===== config.mk =====
export PLATFORM = sky130hd
export DESIGN_NAME = video_bcs_adjust
export DESIGN_NICKNAME = d
export VERILOG_FILES = /design/src/rtl/vbcs_pkg.sv /design/src/rtl/vbcs_ctrl_regs.sv /design/src/rtl/vbcs_gain_stage.sv /design/src/rtl/vbcs_round_clip.sv /design/src/rtl/video_bcs_adjust.sv
export SDC_FILE = /design/constraint.sdc
export NUM_CORES = 1
export LEC_CHECK = 0
export ABC_CLOCK_PERIOD_IN_PS = 12100
export BUFFER_PORTS_ARGS = -buffer_cell sky130_fd_sc_hd__buf_2
export CELL_PAD_IN_SITES_DETAIL_PLACEMENT = 0
export CELL_PAD_IN_SITES_GLOBAL_PLACEMENT = 1
export CORE_UTILIZATION = 45
export CTS_CLUSTER_SIZE = 20
export DETAILED_ROUTE_END_ITERATION = 10
export PLACE_DENSITY = 0.9
export SYNTH_ARGS = -nofsm -noshare
export SYNTH_HDL_FRONTEND = slang
export SYNTH_SLANG_ARGS = --single-unit
export TNS_END_PERCENT = 20

===== constraint.sdc =====
create_clock -name clk -period 12.1 [get_ports clk]
set_clock_uncertainty 0.1 [all_clocks]
set_input_delay 1.21 -clock clk [delete_from_list [all_inputs] [get_ports clk]]
set_output_delay 1.21 -clock clk [all_outputs]
set_load 0.03 [all_outputs]

===== src/rtl/vbcs_pkg.sv =====
// Package: shared constants for the brightness/contrast/saturation stage.
// Assumes 8-bit samples and a 6-bit fractional gain; the widths of the
// modules themselves are carried as parameters.
package vbcs_pkg;
    typedef enum logic {
        PH_LUMA   = 1'b0,
        PH_CHROMA = 1'b1
    } vbcs_phase_e;

    localparam int CLIP_LO = 1;
    localparam int CLIP_HI = 254;
endpackage


===== src/rtl/vbcs_ctrl_regs.sv =====
// Module: holds the three control values between line-start strobes.
// Assumes line_start is a single-cycle strobe. A strobe makes the new
// values visible at once (bypass), so a sample in the strobe cycle uses them.
module vbcs_ctrl_regs #(
    parameter int DATA_W = 8,
    parameter int GAIN_W = 7,
    parameter int FRAC_W = 6
) (
    input  logic              clk,
    input  logic              rst_n,
    input  logic              line_start,
    input  logic [DATA_W-1:0] bright_in,
    input  logic [GAIN_W-1:0] contrast_in,
    input  logic [GAIN_W-1:0] sat_in,
    output logic [DATA_W-1:0] bright_eff,
    output logic [GAIN_W-1:0] contrast_eff,
    output logic [GAIN_W-1:0] sat_eff
);
    localparam logic [DATA_W-1:0] BRIGHT_NOM = DATA_W'(1) << (DATA_W - 1);
    localparam logic [GAIN_W-1:0] GAIN_NOM   = GAIN_W'(1) << FRAC_W;

    logic [DATA_W-1:0] bright_q;
    logic [GAIN_W-1:0] contrast_q;
    logic [GAIN_W-1:0] sat_q;

    // Capture the control inputs on a strobe; load nominal values on reset.
    always_ff @(posedge clk) begin
        if (!rst_n) begin
            bright_q   <= BRIGHT_NOM;
            contrast_q <= GAIN_NOM;
            sat_q      <= GAIN_NOM;
        end else if (line_start) begin
            bright_q   <= bright_in;
            contrast_q <= contrast_in;
            sat_q      <= sat_in;
        end
    end

    // Present strobe-cycle inputs directly, otherwise the held values.
    always_comb begin
        bright_eff   = line_start ? bright_in   : bright_q;
        contrast_eff = line_start ? contrast_in : contrast_q;
        sat_eff      = line_start ? sat_in      : sat_q;
    end


    ctrl_hold_chk: assert property (@(posedge clk) disable iff (!rst_n)
        !line_start |=> ($stable(bright_q) && $stable(contrast_q) && $stable(sat_q)));


    ctrl_reset_nominal_chk: assert property (@(posedge clk)
        !rst_n |=> (bright_q == BRIGHT_NOM && contrast_q == GAIN_NOM && sat_q == GAIN_NOM));
endmodule


===== src/rtl/vbcs_gain_stage.sv =====
// Module: first pipeline stage. It forms the signed gain product and the
// additive offset for each sample. Luma: Y*contrast with offset
// (bright - mid). Chroma: (C - mid)*saturation with offset +mid.
// Assumes gains are unsigned codes. The product width fits the worst case.
module vbcs_gain_stage #(
    parameter int DATA_W = 8,
    parameter int GAIN_W = 7,
    parameter int PROD_W = DATA_W + GAIN_W + 2,
    parameter int OFFS_W = DATA_W + 2
) (
    input  logic                     clk,
    input  logic                     rst_n,
    input  logic                     in_valid,
    input  logic                     in_is_chroma,
    input  logic [DATA_W-1:0]        in_data,
    input  logic [DATA_W-1:0]        bright,
    input  logic [GAIN_W-1:0]        contrast,
    input  logic [GAIN_W-1:0]        sat,
    output logic                     s1_valid,
    output logic                     s1_is_chroma,
    output logic signed [PROD_W-1:0] s1_prod,
    output logic signed [OFFS_W-1:0] s1_offset
);
    import vbcs_pkg::*;

    localparam int MID = 1 << (DATA_W - 1);

    logic signed [DATA_W:0]   operand;
    logic signed [GAIN_W:0]   gain;
    logic signed [PROD_W-1:0] prod;
    logic signed [OFFS_W-1:0] offset;

    // Choose the operand, gain and offset for the sample's phase.
    always_comb begin
        if (vbcs_phase_e'(in_is_chroma) == PH_CHROMA) begin
            operand = $signed({1'b0, in_data}) - (DATA_W+1)'(MID);
            gain    = $signed({1'b0, sat});
            offset  = OFFS_W'(MID);
        end else begin
            operand = $signed({1'b0, in_data});
            gain    = $signed({1'b0, contrast});
            offset  = $signed({2'b00, bright}) - OFFS_W'(MID);
        end
        prod = PROD_W'(operand) * PROD_W'(gain);
    end

    // Register the product, offset and sample flags.
    always_ff @(posedge clk) begin
        if (!rst_n) begin
            s1_valid     <= 1'b0;
            s1_is_chroma <= 1'b0;
            s1_prod      <= '0;
            s1_offset    <= '0;
        end else begin
            s1_valid     <= in_valid;
            s1_is_chroma <= in_is_chroma;
            s1_prod      <= prod;
            s1_offset    <= offset;
        end
    end
endmodule


===== src/rtl/vbcs_round_clip.sv =====
// Module: second pipeline stage. It rounds the product half-up, divides by
// 2^FRAC_W with an arithmetic shift, adds the offset and clips the sum
// to [CLIP_LO, CLIP_HI]. Assumes the sum width covers product plus offset.
module vbcs_round_clip #(
    parameter int DATA_W = 8,
    parameter int FRAC_W = 6,
    parameter int PROD_W = 17,
    parameter int OFFS_W = 10
) (
    input  logic                     clk,
    input  logic                     rst_n,
    input  logic                     s1_valid,
    input  logic                     s1_is_chroma,
    input  logic signed [PROD_W-1:0] s1_prod,
    input  logic signed [OFFS_W-1:0] s1_offset,
    output logic                     out_valid,
    output logic                     out_is_chroma,
    output logic [DATA_W-1:0]        out_data
);
    import vbcs_pkg::*;

    localparam int SUM_W = PROD_W + 2;
    localparam int HALF  = 1 << (FRAC_W - 1);

    logic signed [SUM_W-1:0] rounded;
    logic signed [SUM_W-1:0] total;
    logic [DATA_W-1:0]       clipped;

    // Round half-up, scale down, add offset, then clip.
    always_comb begin
        rounded = (SUM_W'(s1_prod) + SUM_W'(HALF)) >>> FRAC_W;
        total   = rounded + SUM_W'(s1_offset);
        if (total < SUM_W'(CLIP_LO))
            clipped = DATA_W'(CLIP_LO);
        else if (total > SUM_W'(CLIP_HI))
            clipped = DATA_W'(CLIP_HI);
        else
            clipped = DATA_W'(total);
    end

    // Register the final sample and its flags.
    always_ff @(posedge clk) begin
        if (!rst_n) begin
            out_valid     <= 1'b0;
            out_is_chroma <= 1'b0;
            out_data      <= '0;
        end else begin
            out_valid     <= s1_valid;
            out_is_chroma <= s1_is_chroma;
            out_data      <= clipped;
        end
    end


    clip_range_chk: assert property (@(posedge clk) disable iff (!rst_n)
        out_valid |-> (int'(out_data) >= CLIP_LO && int'(out_data) <= CLIP_HI));
endmodule


===== src/rtl/video_bcs_adjust.sv =====
// Module: top of the brightness/contrast/saturation stage for a 4:2:2
// byte stream. There are two register stages with a fixed latency, and
// the controls are captured at line start.
// Assumes one sample per cycle at most and no back-pressure.
module video_bcs_adjust #(
    parameter int DATA_W = 8,
    parameter int GAIN_W = 7,
    parameter int FRAC_W = 6
) (
    input  logic              clk,
    input  logic              rst_n,
    input  logic              line_start,
    input  logic [DATA_W-1:0] bright_code,
    input  logic [GAIN_W-1:0] contrast_code,
    input  logic [GAIN_W-1:0] saturation_code,
    input  logic              in_valid,
    input  logic              in_is_chroma,
    input  logic [DATA_W-1:0] in_data,
    output logic              out_valid,
    output logic              out_is_chroma,
    output logic [DATA_W-1:0] out_data
);
    localparam int PROD_W = DATA_W + GAIN_W + 2;
    localparam int OFFS_W = DATA_W + 2;

    logic [DATA_W-1:0]        bright_eff;
    logic [GAIN_W-1:0]        contrast_eff;
    logic [GAIN_W-1:0]        sat_eff;
    logic                     s1_valid;
    logic                     s1_is_chroma;
    logic signed [PROD_W-1:0] s1_prod;
    logic signed [OFFS_W-1:0] s1_offset;

    vbcs_ctrl_regs #(.DATA_W(DATA_W), .GAIN_W(GAIN_W), .FRAC_W(FRAC_W)) u_ctrl (
        .clk          (clk),
        .rst_n        (rst_n),
        .line_start   (line_start),
        .bright_in    (bright_code),
        .contrast_in  (contrast_code),
        .sat_in       (saturation_code),
        .bright_eff   (bright_eff),
        .contrast_eff (contrast_eff),
        .sat_eff      (sat_eff)
    );

    vbcs_gain_stage #(.DATA_W(DATA_W), .GAIN_W(GAIN_W),
                      .PROD_W(PROD_W), .OFFS_W(OFFS_W)) u_gain (
        .clk          (clk),
        .rst_n        (rst_n),
        .in_valid     (in_valid),
        .in_is_chroma (in_is_chroma),
        .in_data      (in_data),
        .bright       (bright_eff),
        .contrast     (contrast_eff),
        .sat          (sat_eff),
        .s1_valid     (s1_valid),
        .s1_is_chroma (s1_is_chroma),
        .s1_prod      (s1_prod),
        .s1_offset    (s1_offset)
    );

    vbcs_round_clip #(.DATA_W(DATA_W), .FRAC_W(FRAC_W),
                      .PROD_W(PROD_W), .OFFS_W(OFFS_W)) u_round (
        .clk           (clk),
        .rst_n         (rst_n),
        .s1_valid      (s1_valid),
        .s1_is_chroma  (s1_is_chroma),
        .s1_prod       (s1_prod),
        .s1_offset     (s1_offset),
        .out_valid     (out_valid),
        .out_is_chroma (out_is_chroma),
        .out_data      (out_data)
    );


    valid_latency_chk: assert property (@(posedge clk) disable iff (!rst_n)
        ($past(rst_n) && $past(rst_n, 2)) |-> (out_valid == $past(in_valid, 2)));


    phase_latency_chk: assert property (@(posedge clk) disable iff (!rst_n)
        ($past(rst_n) && $past(rst_n, 2) && out_valid) |-> (out_is_chroma == $past(in_is_chroma, 2)));


    reset_clears_valid_chk: assert property (@(posedge clk)
        !rst_n |=> !out_valid);
endmodule


==> impl_metrics.yaml <==
outcome:
  status: "finished clean"
floorplan:
  die_y_um: 107.2
  die_area_sq_um: 11490
  ioPinCount: 45
  die_x_um: 107.2
  fp-row-count: 38
  start_util_pct: 46.12
  core_sq_um: 10790
detailed_routing:
  drt_iter0_markers: 137
  wl_per_cell_um: 13.57
  dr.pass1.iters: 5
  drc_errors: 0
  drt-total-wl_mm: 9.853
  met2WireLength_mm: 5.219
  dr_wl_met3_um: 253
  routed.top_layer: "met4"
  vias_per_cell: 5.011
  ant_nets: 0
  via_count: 3638
  wl_met1_mm: 4.292
power_and_ir_drop:
  ir_drop_uv: 87.63
  switching_share_pct: 44.72
  power_density_nw_per_um2: 165.6
  p_switching_mw: 0.4018
  clockPowerShare_pct: 12.0
  seqPwrFrac_pct: 26.4
  pwr-share-comb_pct: 61.6
  p_leak_nw: 2.677
  intPower_mw: 0.4966
job:
  cap_violations: 0
worst_setup_path:
  arrival_ns: 6.69
  crit_type: "input pin to flop"
  crit_required_ns: 12.18
  setup.worst_path.end_class: "flop"
  crit_buf_inv: 4
  critical_path.max_fanout: 24
  crit_slowest_cell: "fa_1"
  path_cells: "buf_2 > mux2_2 > nor2_1 > a21oi_1 > nand2_1 > fa_1 > inv_1 > fa_1 > fa_1 > inv_1 > fa_1 > inv_1 > ha_1 > o21a_1 > and4_4 > a221oi_4 > o21ai_2 > nor4_4 > o31ai_1 > xnor2_1 > nor2_1"
  start_kind: "input pin"
  cpPeakStageDelay_ns: 0.56
  crit_path_frequent_cell: "fa_1"
  critPathTopFamily: "adder cells"
sta:
  finalMaxSlewViolations: 0
  setup-tns-final_ns: 0
  fmax_mhz: 151.3
  setup_viol: 0
  fin_crit_ns: 6.611
  fin_crit_sh_pct: 54.64
  hold_viol_final: 0
  tightestPinTransition_ns: 0.7997
  slew_headroom_pct: 45.16
  rsz0062_at_grt: "false"
  whs_ns: 0.3428
logic_synthesis:
  yosysTopAreaCellShare_pct: 22.12
  synth_top_area_cell: "dfxtp_1"
  synthDistinctLibCells: 52
  synth_edf_count: 0
  ys_ff_latch: 55
  synth_area_leaders: "dfxtp_1 (22%), fa_1 (21%), ha_1 (12%)"
  synthFlopType: "dfxtp_1"
  syn_nets: 679
  ys_seq_area_share_pct: 22.12
  yosysWarnings: 0
  avgSynthCellArea_sq_um: 9.149
  async_reset_ff_share_pct: 0
  syn_inst: 544
  syn-cell-area_sq_um: 4977
finish:
  layout.nets: 720
  mostFrequentLayoutCell: "inv_1"
  diodes: 0
  final_cells: 726
  fin_area_sq_um: 5424
  drive_above_1_share_pct: 10.75
  syn_to_final_growth_pct: 8.974
  fin_util_pct: 50.26
  final_cell_mix: "inv_1 (97), dfxtp_1 (55), fa_1 (51)"
clock_network:
  cts-buffers-inserted: 5
  cts_resized: 0
  max-clock-path-buffers: 2
  post_cts_buffers: 0
  clock_latency_ns: 0.31
  cts_htree_levels: 2
  clock-sinks: 55
  root_buffer: "clkbuf_8"
  tritoncts: "built"
  cts_hold_buf: 0
  path_clk_slew_ns: 0.10
global_routing:
  grt_util_all_layers_pct: 18.35
  globalRoute.totalOverflow: 0
  grt_max_degree: 38
  grt_pass1_wl_mm: 16.73
  antenna_found_initial: 0
  grt_pass1_vias: 3678
placement:
  place.gp.congestion: 0.8374
  post_dp_cell_area_sq_um: 5326
  dp_cells: 718
  hpwl_mm: 8.274
  port_buffers: 44
min_path:
  holdCritPathClass: "flop to flop"
## logic make-up (layout without fill, tap and decap cells)
family | after synthesis | after routing | share of synthesized area, %
buffers and inverters | 108 | 150 | 8.321
XOR/XNOR | 32 | 32 | 5.631
adder cells (fa/ha/maj) | 100 | 100 | 32.83
AND/OR/NAND/NOR | 165 | 165 | 16.89
AO/OA/AOI/OAI | 56 | 56 | 8.019
flip-flops | 55 | 55 | 22.12
multiplexers | 28 | 28 | 6.184
## synth_stat cells, types with 2 or more instances
| master | count |
|---|---|
| a21o_1 | 2 |
| a21oi_1 | 20 |
| a31oi_1 | 3 |
| and2_1 | 42 |
| and3_1 | 2 |
| clkbuf_1 | 7 |
| dfxtp_1 | 55 |
| fa_1 | 51 |
| ha_1 | 49 |
| inv_1 | 97 |
| mux2_2 | 2 |
| mux2i_1 | 24 |
| mux4_2 | 2 |
| nand2_1 | 34 |
| nand2b_1 | 5 |
| nand3_1 | 11 |
| nor2_1 | 41 |
| nor2b_1 | 5 |
| nor3_1 | 13 |
| o2111ai_1 | 2 |
| o211ai_1 | 2 |
| o21a_1 | 6 |
| o21ai_0 | 3 |
| o21bai_1 | 3 |
| o31ai_1 | 3 |
| or3_1 | 4 |
| xnor2_1 | 17 |
| xor2_1 | 15 |
## layer usage
layer,vias to the layer above,GRT usage (%)
li1,1825,-
met1,1762,22.09
met2,45,35.48
met3,6,1.945
met4,0,2.642
met5,-,0
## path summary, 6_finish.rpt
path / startpoint / end / cells after the start / slack [ns]
worst max-delay path: line_start / u_gain.s1_prod[16] / 21 / 5.49
worst min-delay path: u_gain.s1_is_chroma / u_round.out_is_chroma / 1 / 0.34
worst max register to register: u_ctrl.contrast_q[4] / u_gain.s1_prod[16] / 20 / 6.71
worst min register to register: u_gain.s1_is_chroma / u_round.out_is_chroma / 1 / 0.34
## area by class of cell
type	instances	area [sq um]
fillers	1025	5369
multi-input cells	381	3462
inverters	98	367.9
flip-flops and latches	55	1101
clock inverters	3	28.78
clock buffers	5	68.82
well taps	140	175.2
repair buffers	44	220.2
## metrics by stage
stage	total power, mW	setup slack (ns)
2_1_floorplan	0.6821	5.710
3_3_place_gp	0.7812	5.273
3_5_place_dp	0.7982	5.150
4_1_cts	0.9081	5.463
5_1_grt	0.9941	5.144
6_report	0.8985	5.489
## worst reg2reg max path: stages, from the launching register on
cell	delay, ns
dfxtp_1	0.34
mux2_2	0.16
nor2_1	0.04
a21oi_1	0.50
nand2_1	0.17
fa_1	0.56
inv_1	0.05
fa_1	0.47
fa_1	0.55
inv_1	0.06
fa_1	0.53
inv_1	0.04
ha_1	0.31
o21a_1	0.16
and4_4	0.21
a221oi_4	0.29
o21ai_2	0.15
nor4_4	0.21
o31ai_1	0.14
xnor2_1	0.17
nor2_1	0.05
## state kept, by name (all words and copies together) (netlist names)
register and cells:
u_round.out_valid 1, u_ctrl.bright_q 8, u_ctrl.sat_q 7, u_round.out_is_chroma 1
u_gain.s1_valid 1, u_ctrl.contrast_q 7, u_gain.s1_is_chroma 1, u_gain.s1_offset 9
u_gain.s1_prod 12, u_round.out_data 8
## power by group through the flow
stage          Combinational [mW]  Sequential [mW]  Clock [mW]
6_report                    0.554            0.237       0.108
4_1_cts                     0.560            0.237       0.111
5_1_grt                     0.636            0.242       0.117
3_5_place_dp                0.556            0.242           0
2_1_floorplan               0.416            0.266           0
3_3_place_gp                0.541            0.241           0
Power figures use the tool's default switching activity.
